[src/rtl/sbus_cmd_chan.sv]
module sbus_cmd_chan #(
  parameter int TIMEOUT_CYC = 2000,
  parameter logic [31:0] CFG_RST = 32'h0000_FFFF
) (
  input  logic        clk,
  input  logic        rst_n,
  input  logic        reg_wr,
  input  logic [4:0]  reg_addr,
  input  logic [31:0] reg_wdata,
  output logic [31:0] reg_rdata,
  output logic        bus_req,
  output logic [4:0]  bus_opc,
  output logic [3:0]  bus_sid,
  output logic [15:0] bus_addr,
  output logic [2:0]  bus_bc,
  output logic [63:0] bus_wdata,
  input  logic        bus_ack,
  input  logic        bus_nack,
  input  logic [63:0] bus_rdata
);
  localparam int CNT_W = $clog2(TIMEOUT_CYC + 1);
  localparam logic [4:0] A_CMD = 5'h00, A_CFG = 5'h04, A_STAT = 5'h08,
                         A_WD0 = 5'h10, A_WD1 = 5'h14, A_RD0 = 5'h18, A_RD1 = 5'h1C;
  localparam logic [3:0] ST_OK = 4'b0001, ST_FAIL = 4'b0011,
                         ST_DENY = 4'b0101, ST_DROP = 4'b1001;

  function automatic logic [63:0] byte_mask(input logic [2:0] bc);
    for (int i = 0; i < 8; i++) byte_mask[i*8 +: 8] = (i <= int'(bc)) ? 8'hFF : 8'h00;
  endfunction
  function automatic logic op_valid(input logic [4:0] op);
    return (op <= 5'd9) || (op >= 5'd13 && op <= 5'd16);
  endfunction
  function automatic logic op_ctl(input logic [4:0] op);
    return op >= 5'd3 && op <= 5'd7;
  endfunction
  function automatic logic op_rd(input logic [4:0] op);
    return op == 5'd1 || op == 5'd8 || op == 5'd13 || op == 5'd15;
  endfunction
  function automatic logic op_wr(input logic [4:0] op);
    return op == 5'd0 || op == 5'd2 || op == 5'd9 || op == 5'd14 || op == 5'd16;
  endfunction

  logic [31:0]      cmd_q, cfg_q, wd0_q, wd1_q, rd0_q, rd1_q;
  logic [3:0]       stat_q;
  logic             busy_q;
  logic [CNT_W-1:0] cnt_q;

  wire [4:0] n_opc = reg_wdata[31:27];
  wire [3:0] n_sid = reg_wdata[23:20];
  wire [2:0] n_bc  = reg_wdata[2:0];
  wire cmd_wr   = reg_wr && (reg_addr == A_CMD);
  wire resp     = bus_ack || bus_nack;
  wire time_up  = busy_q && !resp && (cnt_q == CNT_W'(TIMEOUT_CYC - 1));
  wire [63:0] rmask = byte_mask(bus_bc);

  wire [3:0] stat_add = (cmd_wr   ? ST_DROP : 4'b0)
                      | (bus_nack ? ST_FAIL : (bus_ack ? ST_OK : 4'b0))
                      | (time_up  ? ST_DROP : 4'b0);

  assign bus_req = busy_q;

  always_ff @(posedge clk or negedge rst_n) begin
    if (!rst_n) begin
      cmd_q <= '0; cfg_q <= CFG_RST; wd0_q <= '0; wd1_q <= '0;
      rd0_q <= '0; rd1_q <= '0; stat_q <= '0; busy_q <= 1'b0; cnt_q <= '0;
      bus_opc <= '0; bus_sid <= '0; bus_addr <= '0; bus_bc <= '0; bus_wdata <= '0;
    end else begin
      if (reg_wr && reg_addr == A_CFG) cfg_q <= reg_wdata;
      if (reg_wr && reg_addr == A_WD0) wd0_q <= reg_wdata;
      if (reg_wr && reg_addr == A_WD1) wd1_q <= reg_wdata;
      if (busy_q) begin
        stat_q <= stat_q | stat_add;
        cnt_q  <= cnt_q + 1'b1;
        if (resp || time_up) busy_q <= 1'b0;
        if (bus_ack && !bus_nack && op_rd(bus_opc)) begin
          rd0_q <= bus_rdata[31:0]  & rmask[31:0];
          rd1_q <= bus_rdata[63:32] & rmask[63:32];
        end
      end else if (cmd_wr) begin
        cmd_q <= reg_wdata;
        cnt_q <= '0;
        if (!op_valid(n_opc)) begin
          stat_q <= ST_FAIL;
        end else if (!cfg_q[n_sid]) begin
          stat_q <= ST_DENY;
        end else begin
          stat_q    <= '0;
          busy_q    <= 1'b1;
          bus_opc   <= n_opc;
          bus_sid   <= n_sid;
          bus_addr  <= reg_wdata[19:4];
          bus_bc    <= op_ctl(n_opc) ? 3'd0 : n_bc;
          bus_wdata <= op_wr(n_opc) ? ({wd1_q, wd0_q} & byte_mask(n_bc)) : 64'd0;
        end
      end
    end
  end

  always_comb begin
    case (reg_addr)
      A_CMD:   reg_rdata = cmd_q;
      A_CFG:   reg_rdata = cfg_q;
      A_STAT:  reg_rdata = {28'd0, stat_q};
      A_WD0:   reg_rdata = wd0_q;
      A_WD1:   reg_rdata = wd1_q;
      A_RD0:   reg_rdata = rd0_q;
      A_RD1:   reg_rdata = rd1_q;
      default: reg_rdata = 32'd0;
    endcase
  end
endmodule


[config.mk]
export PLATFORM = sky130hd
export DESIGN_NAME = sbus_cmd_chan
export DESIGN_NICKNAME = d
export VERILOG_FILES = /design/src/rtl/sbus_cmd_chan.sv
export SDC_FILE = /design/constraint.sdc
export NUM_CORES = 1
export LEC_CHECK = 0
export ABC_AREA = 1
export BUFFER_PORTS_ARGS = -buffer_cell sky130_fd_sc_hd__buf_4
export CAP_MARGIN = 20
export CORE_MARGIN = 2
export CORE_UTILIZATION = 61
export DETAILED_ROUTE_END_ITERATION = 16
export HOLD_SLACK_MARGIN = 0.1
export PLACE_DENSITY = 0.86
export SYNTH_ARGS = -nofsm -noshare
export SYNTH_HDL_FRONTEND = slang
export SYNTH_SLANG_ARGS = --single-unit
[constraint.sdc]
create_clock -name clk -period 5.7 [get_ports clk]
set_clock_uncertainty 0.15 [all_clocks]
set_input_delay 1.14 -clock clk [delete_from_list [all_inputs] [get_ports clk]]
set_output_delay 1.14 -clock clk [all_outputs]
set_load 0.1 [all_outputs]
==> results of run 1 <==
==> metal layers <==
metal,wire length [um],global-route usage (%)
met3,5071,6.493
met2,19010,55.65
met4,1869,13.76
met1,16690,51.71
met5,0,0
==> cells in the mapped netlist <==
cell type / number / share of area [%]
buf_2: 14 / 0.52
o21ai_1: 10 / 0.37
or2_2: 1 / 0.046
clkinv_1: 3 / 0.083
o22ai_1: 6 / 0.28
a22oi_1: 1 / 0.055
buf_1: 1 / 0.028
nor3_1: 28 / 1.0
nand3_2: 1 / 0.074
o2111ai_1: 4 / 0.26
buf_4: 4 / 0.22
o211ai_1: 2 / 0.11
inv_1: 99 / 2.7
o2bb2ai_1: 1 / 0.065
dfrtp_1: 284 / 52
nor2_4: 4 / 0.33
inv_2: 5 / 0.14
nand2_1: 657 / 18
nor2_1: 75 / 2.1
a21oi_1: 38 / 1.4
nor2_2: 1 / 0.046
o21bai_1: 1 / 0.055
buf_6: 11 / 0.91
o21ai_0: 256 / 9.4
nand2_2: 1 / 0.046
clkbuf_1: 63 / 1.7
dfstp_2: 16 / 3.1
nand2_4: 2 / 0.17
nand4_1: 51 / 2.4
nand3_1: 40 / 1.5
ha_1: 1 / 0.092
o21a_1: 2 / 0.11
nor4_2: 1 / 0.092
==> sequential cells by signal, indices dropped and copies added (netlist names), 11 cells and up <==
name,flops
cnt_q,11
bus_wdata,64
cmd_q,32
wd0_q,32
rd1_q,32
cfg_q,32
rd0_q,32
wd1_q,32
bus_addr,16
==> logic make-up after synthesis <==
group | share of synthesized area [%]
fa+ha+maj | 0.09219
simple gates | 25.91
compound gates | 12.14
buf+inv | 6.381
flops | 55.47
==> final cells by class <==
cell class / count / area share (%)
Tap cell: 280 / 2.121
Sequential cell: 300 / 45.57
Clock buffer: 44 / 5.477
Clock inverter: 12 / 1.303
Timing Repair Buffer: 251 / 11.68
Inverter: 107 / 2.432
Multi-Input combinational cell: 1184 / 31.41
==> power by group <==
part | switching [mW] | internal (mW) | total, mW
combinational | 0.517 | 0.215 | 0.732
sequential | 0.183 | 2.36 | 2.54
clock | 0.852 | 1.37 | 2.22
total | 1.55 | 3.94 | 5.49
==> final timing paths <==
check | slack (ns) | startpoint | endpoint | cells after the start
max | 0.72 | reg_addr[1] | reg_rdata[13] | 10
min | 0.32 | bus_addr[4] | bus_addr[4] | 2
max reg2reg | 2.83 | bus_req | rd0_q[15] | 7
min reg2reg | 0.32 | bus_addr[4] | bus_addr[4] | 2
max in group asynchronous | 3.75 | rst_n | rd1_q[27] | 2
min in group asynchronous | 0.36 | rst_n | cnt_q[4] | 1
==> stage by stage <==
stage	util, %	hold slack, ns
after global placement	70.46	0.3050
final	75.69	0.3205
after floorplan	-	0.2989
after global routing	75.69	0.3477
after CTS	75.59	0.3243
after detailed placement	70.46	0.3093
==> worst max-delay path: stages <==
cell	delay, ns
buf_4	0.11
nor2_2	0.62
nand4_1	0.15
inv_1	0.66
buf_4	0.37
nand2_1	0.09
o21ai_0	0.08
a21oi_1	0.06
nand4_1	0.10
buf_4	0.30
==> impl_metrics.env, run 1 <==
export IMPL_status="finished clean"
export IMPL_clk_pin_slew_ns=0.06
export IMPL_hold_buffers=0
export IMPL_clock_path_buffers=3
export IMPL_yosysWarningCount=0
export IMPL_cts_resized=0
export IMPL_mostFrequentLayoutCells="nand2_1, dfrtp_1, o21ai_0"
export IMPL_areaGrowthSynthToFinish_pct=21.72
export IMPL_power_leakage_nw=8.345
export IMPL_antennaDiodeCount=0
export IMPL_powerDensity_nw_per_um2=332.5
export IMPL_antenna_left=0
export IMPL_wl_per_cell_um=19.57
export IMPL_ys_seq_elements=300
export IMPL_period_share_pct=87.42
export IMPL_min_path_type="flip-flop to flip-flop"
export IMPL_grt_overflow=0
export IMPL_synth_cell_types=33
export IMPL_placed_area_um2=15380
export IMPL_worstPathMaxFanout=21
export IMPL_ir_drop_mv=0.3056
export IMPL_slew_headroom_pct=39.52
export IMPL_drive_gt1_share_pct=17.76
export IMPL_die_area_um2=23450
export IMPL_drt_iter0_drc=1779
export IMPL_cts_buffers=31
export IMPL_finalHoldViolCount=0
export IMPL_drtPass1Iterations=9
export IMPL_dp_hpwl_um=29020
export IMPL_cts_setup_buffers=0
export IMPL_via_per_inst=5.989
export IMPL_nFillCells=1573
export IMPL_multi_input_area_um2=5189
export IMPL_rows=54
export IMPL_die_h_um=153.1
export IMPL_place_congestion=0.9480
export IMPL_antenna_found_initial=0
export IMPL_dp_slack_ns=0.8330
export IMPL_avgSynthCellArea_um2=8.058
export IMPL_die_x_um=153.1
export IMPL_port_buffers=230
export IMPL_grt_first_pass_wirelength_um=67390
export IMPL_num_vias=13040
export IMPL_slew_viol_final=0
export IMPL_syn_num_nets=1791
export IMPL_fin_crit_ns=4.983
export IMPL_final_common_cell="nand2_1"
export IMPL_start_util_pct=62.18
export IMPL_worst_slew_pin_slew_ns=0.9072
export IMPL_pin_count=231
export IMPL_clock_sinks=300
export IMPL_grt_pass1_vias=12480
export IMPL_worst_slack_ns=0.7171
export IMPL_worstSkewPairLatency_ns=0.57
export IMPL_place_inst=2121
export IMPL_grt_usage_pct=36.11
export IMPL_criticalPathCategory="input pin to output pin"
export IMPL_synth_area_um2=13570
export IMPL_setup_viol=0
export IMPL_fin_cells=2178
export IMPL_finalNetCount=1982
export IMPL_cts_tree="yes"
export IMPL_end_kind="output pin"
export IMPL_finalPower_mw=5.492
export IMPL_drv_cap=0
export IMPL_cp_start_kind="input pin"
export IMPL_fin_setup_tns_ns=0
export IMPL_cp_arrival_ns=3.69
export IMPL_crit_required_ns=4.41
export IMPL_syn_inst=1684
export IMPL_cts_max_level=1
export IMPL_drc=0
export IMPL_rsz0062_at_grt="no"
export IMPL_core_um2=21820
export IMPL_max_freq_ghz=0.2007
export IMPL_grt_max_degree=164
export IMPL_regArea_um2=7527
export IMPL_fin_area_um2=16520
export IMPL_cts_root_buf="clkbuf_16"
export IMPL_totalWireLength_um=42630
export IMPL_synth_seq_area_share_pct=55.47
(Power assumes the default switching activity.)
==> run 2, diff against run 1 <==
--- a/config.mk
+++ b/config.mk
@@ -13,6 +13,7 @@
 export DETAILED_ROUTE_END_ITERATION = 16
 export HOLD_SLACK_MARGIN = 0.1
 export PLACE_DENSITY = 0.86
+export RECOVER_POWER = 50
 export SYNTH_ARGS = -nofsm -noshare
 export SYNTH_HDL_FRONTEND = slang
 export SYNTH_SLANG_ARGS = --single-unit
==> impl_metrics.env, run 2 (synthesis results as in run 1) <==
export IMPL_status="finished, violations left"
export IMPL_violations="max-capacitance violations, max-slew violations"
export IMPL_drc=0
export IMPL_areaGrowthSynthToFinish_pct=19.88
export IMPL_cts_resized=0
export IMPL_num_vias=13020
export IMPL_hold_depth=2
export IMPL_finalNetCount=1982
export IMPL_regArea_um2=7527
export IMPL_hold_buffers=0
export IMPL_worstPathMaxFanout=17
export IMPL_cts_root_buf="clkbuf_16"
export IMPL_die_h_um=153.1
export IMPL_dp_hpwl_um=29020
export IMPL_cp_arrival_ns=3.69
export IMPL_grt_max_degree=164
export IMPL_period_share_pct=87.40
export IMPL_worstSkewPairLatency_ns=0.57
export IMPL_hold_slack_ns=0.3179
export IMPL_antennaDiodeCount=0
export IMPL_cts_tree="yes"
export IMPL_max_freq_ghz=0.2007
export IMPL_fin_cells=2178
export IMPL_core_um2=21820
export IMPL_grt_overflow=0
export IMPL_antenna_left=0
export IMPL_grt_usage_pct=36.11
export IMPL_end_kind="output pin"
export IMPL_largest_register="bus_wdata"
export IMPL_path_depth=8
export IMPL_clock_sinks=300
export IMPL_clk_pin_slew_ns=0.06
export IMPL_powerDensity_nw_per_um2=337.0
export IMPL_worst_slew_pin_slew_ns=3.500
export IMPL_drv_cap=1
export IMPL_cts_setup_buffers=0
export IMPL_place_congestion=0.9480
export IMPL_totalWireLength_um=42560
export IMPL_crit_required_ns=4.41
export IMPL_grt_first_pass_wirelength_um=67390
export IMPL_slew_headroom_pct=-133.3
export IMPL_setup_viol=0
export IMPL_antenna_found_initial=0
export IMPL_final_common_cell="nand2_1"
export IMPL_crit_family="simple AND/OR/NAND/NOR gates"
export IMPL_drtPass1Iterations=9
export IMPL_cts_max_level=1
export IMPL_mostFrequentLayoutCells="nand2_1, dfrtp_1, o21ai_0"
export IMPL_cp_start_kind="input pin"
export IMPL_cts_buffers=31
export IMPL_clock_path_buffers=3
export IMPL_r2r_cells=7
export IMPL_drt_iter0_drc=1856
export IMPL_die_area_um2=23450
export IMPL_path_cells="buf_4 > nor2_2 > buf_4 > nand3_1 > o21ai_0 > a21oi_1 > o211ai_1 > buf_4"
export IMPL_nFillCells=1621
export IMPL_via_per_inst=5.980
export IMPL_fin_setup_tns_ns=0
export IMPL_path_buf_inv=3
export IMPL_pin_count=231
export IMPL_fin_crit_ns=4.982
export IMPL_port_buffers=230
export IMPL_place_inst=2121
export IMPL_slew_viol_final=68
export IMPL_power_leakage_nw=8.083
export IMPL_finalHoldViolCount=0
export IMPL_criticalPathCategory="input pin to output pin"
export IMPL_rows=54
export IMPL_multi_input_area_um2=5180
export IMPL_drive_gt1_share_pct=14.44
export IMPL_wl_per_cell_um=19.54
export IMPL_die_x_um=153.1
export IMPL_min_path_type="flip-flop to flip-flop"
export IMPL_cpMostUsedCell="buf_4"
export IMPL_start_util_pct=62.18
export IMPL_critPathSlowestCell="nor2_2"
export IMPL_rsz0062_at_grt="no"
export IMPL_grt_pass1_vias=12480
export IMPL_largest_reg_flops=64
export IMPL_max_stage_delay_ns=0.63
export IMPL_ir_drop_mv=0.3058
==> run 2: final timing paths <==
path,slack (ns),from,to
max,0.72,reg_addr[1],reg_rdata[3]
min,0.32,bus_addr[4],bus_addr[4]
max reg2reg,2.61,bus_req,rd0_q[15]
min reg2reg,0.32,bus_addr[4],bus_addr[4]
max in group asynchronous,1.00,rst_n,cfg_q[17]
min in group asynchronous,1.60,rst_n,cnt_q[5]
==> run 2: per-stage QoR <==
stage          util, %  total power [mW]  worst slack (ns)  instance area [um^2]
2_1_floorplan        -             2.977             1.047                 13570
3_5_place_dp     70.46             3.279            0.8330                 15380
5_1_grt          74.54             5.664            0.2995                 16270
6_report         74.54             5.482            0.7185                 16270
3_3_place_gp     70.46             3.248            0.8853                 15380
4_1_cts          75.59             5.480            0.8106                 16500
==> run 2: power by group <==
group / internal, mW / switching [mW]
registers: 2.36 / 0.182
clock network: 1.37 / 0.854
logic: 0.205 / 0.516
==> run 2: routing by layer <==
layer	GRT usage [%]	share of wire (%)
met5	0	0
met4	13.76	4.2
met3	6.493	13
met2	55.65	44
met1	51.71	39
==> run 2: final cells by class <==
cell class                 count  area share [%]
sequential                   300           46.27
multi-input combinational   1184           31.84
timing repair buffer         251           10.38
clock buffer                  44           5.561
inverter                     107           2.469
tap                          280           2.154
clock inverter                12           1.323
==> run 2: tightest hold or removal path: stages, from the launching register on <==
cell	delay [ns]
dfrtp_1	0.34
nand2_1	0.05
nand2_1	0.04
==> run 3, diff against run 2 <==
--- a/config.mk
+++ b/config.mk
@@ -9,10 +9,11 @@
 export BUFFER_PORTS_ARGS = -buffer_cell sky130_fd_sc_hd__buf_4
 export CAP_MARGIN = 20
 export CORE_MARGIN = 2
-export CORE_UTILIZATION = 61
+export CORE_UTILIZATION = 63
+export CTS_BUF_LIST = sky130_fd_sc_hd__clkbuf_2
 export DETAILED_ROUTE_END_ITERATION = 16
 export HOLD_SLACK_MARGIN = 0.1
-export PLACE_DENSITY = 0.86
+export PLACE_DENSITY = 0.88
 export RECOVER_POWER = 50
 export SYNTH_ARGS = -nofsm -noshare
 export SYNTH_HDL_FRONTEND = slang
==> constraint.sdc (replaced) <==
create_clock -name clk -period 5.7 [get_ports clk]
set_clock_uncertainty 0.15 [all_clocks]
set_input_delay 1.14 -clock clk [delete_from_list [all_inputs] [get_ports clk]]
set_output_delay 1.14 -clock clk [all_outputs]
set_load 0.05 [all_outputs]
==> impl_metrics.env, run 3 (synthesis results as in run 1) <==
export IMPL_worstSkewPairLatency_ns=0.92
export IMPL_pin_count=231
export IMPL_fin_cells=2250
export IMPL_final_common_cell="nand2_1"
export IMPL_crit_required_ns=4.41
export IMPL_max_freq_ghz=0.2100
export IMPL_cts_max_level=3
export IMPL_worstReg2RegEnd="rd0_q[15]"
export IMPL_core_um2=21090
export IMPL_rsz0062_at_grt="no"
export IMPL_grt_overflow=0
export IMPL_worst_slack_ns=0.9390
export IMPL_period_share_pct=83.53
export IMPL_violations="max-capacitance violations, max-slew violations"
export IMPL_r2r_start="bus_req"
export IMPL_status="finished, violations left"
export IMPL_drtPass1Iterations=6
export IMPL_hold_buffers=0
export IMPL_grt_max_degree=145
export IMPL_drt_iter0_drc=1553
export IMPL_cts_root_buf="clkbuf_2"
export IMPL_largest_register="bus_wdata"
export IMPL_clock_path_buffers=3
export IMPL_setup_viol=0
export IMPL_grt_pass1_vias=12400
export IMPL_mostFrequentLayoutCells="nand2_1, dfrtp_1, o21ai_0"
export IMPL_crit_path_end="reg_rdata[2]"
export IMPL_via_per_inst=5.806
export IMPL_rows=53
export IMPL_largest_reg_flops=64
export IMPL_fin_setup_tns_ns=0
export IMPL_grt_usage_pct=37.95
export IMPL_cts_buffers=75
export IMPL_port_buffers=230
export IMPL_areaGrowthSynthToFinish_pct=17.34
export IMPL_slew_viol_final=212
export IMPL_clock_sinks=300
export IMPL_drive_gt1_share_pct=18.50
export IMPL_worst_slew_pin_slew_ns=3.568
export IMPL_fin_area_um2=15920
export IMPL_start_util_pct=64.35
export IMPL_min_path_type="input pin to asynchronous set/reset pin"
export IMPL_cts_tree="yes"
export IMPL_ir_drop_mv=0.1575
export IMPL_die_area_um2=22730
export IMPL_die_h_um=150.8
export IMPL_power_leakage_nw=8.176
export IMPL_place_congestion=0.9702
export IMPL_drv_cap=2
export IMPL_placed_area_um2=15360
export IMPL_cts_setup_buffers=0
export IMPL_end_kind="output pin"
export IMPL_finalHoldViolCount=0
export IMPL_wl_per_cell_um=18.75
export IMPL_antenna_found_initial=1
export IMPL_place_inst=2116
export IMPL_die_x_um=150.8
export IMPL_r2r_cells=7
export IMPL_clk_pin_slew_ns=0.10
export IMPL_cp_start_kind="input pin"
export IMPL_antenna_left=0
export IMPL_cp_arrival_ns=3.47
export IMPL_num_vias=13060
export IMPL_worstPathMaxFanout=23
export IMPL_slew_headroom_pct=-137.8
export IMPL_finalNetCount=2026
export IMPL_totalWireLength_um=42190
export IMPL_dp_slack_ns=1.042
export IMPL_grt_first_pass_wirelength_um=65900
export IMPL_fin_crit_ns=4.761
export IMPL_drc=0
export IMPL_post_route_util_pct=75.51
export IMPL_dp_hpwl_um=29160
export IMPL_powerDensity_nw_per_um2=296.8
export IMPL_cts_resized=0
export IMPL_reg2reg_slack_ns=1.94
export IMPL_cp_startpoint="reg_addr[1]"
export IMPL_criticalPathCategory="input pin to output pin"
==> run 3: how the worst min path moves through the flow <==
stage                 from          end  slack [ns]  depth (start not counted)
3_3_place_gp    bus_sid[1]   bus_sid[1]        0.30                          2
3_5_place_dp   bus_addr[8]  bus_addr[8]        0.31                          2
5_1_grt              rst_n    cmd_q[26]        0.17                          1
4_1_cts              rst_n     rd1_q[2]        0.16                          1
2_1_floorplan     rd0_q[5]     rd0_q[5]        0.30                          2
6_report             rst_n     rd1_q[2]        0.15                          1
==> run 3: critical path, cell delays in order <==
cell and delay, ns:
clkbuf_4 0.11, nor2_2 0.56, buf_4 0.35, nand3_1 0.10
buf_4 0.23, inv_1 0.33, nand2_1 0.11, o21ai_0 0.10
nor2_1 0.07, o2111ai_1 0.10, buf_4 0.25
==> run 3: layout make-up <==
class | count | area, um^2
Multi-Input combinational cell | 1184 | 5165
Fill cell | 1595 | 5165
Antenna cell | 2 | 5.005
Clock buffer | 117 | 585.6
Clock inverter | 14 | 131.4
Tap cell | 275 | 344.1
Timing Repair Buffer | 251 | 1763
Inverter | 107 | 401.6
Sequential cell | 300 | 7527
==> run 3: metal layers <==
layer	GRT usage [%]	share of wire (%)	wire length, um
met4	14.07	3.2	1347
met3	10.52	13	5392
met2	57.09	45	19010
met1	53.22	39	16440
met5	0	0	0
==> run 3: power breakdown <==
group          leakage (nW)  total, mW  internal (mW)  switching [mW]
sequential             3.93       2.54           2.35           0.183
combinational          3.70      0.643          0.207           0.436
clock                 0.548       1.54          0.669           0.876
total                  8.18       4.73           3.23            1.49
==> run 3: per-stage QoR <==
stage	total power, mW	hold slack, ns
after global placement	3.177	0.3048
after CTS	4.712	0.1590
after floorplan	2.884	0.2989
after global routing	4.931	0.1657
final	4.726	0.1472
after detailed placement	3.200	0.3136
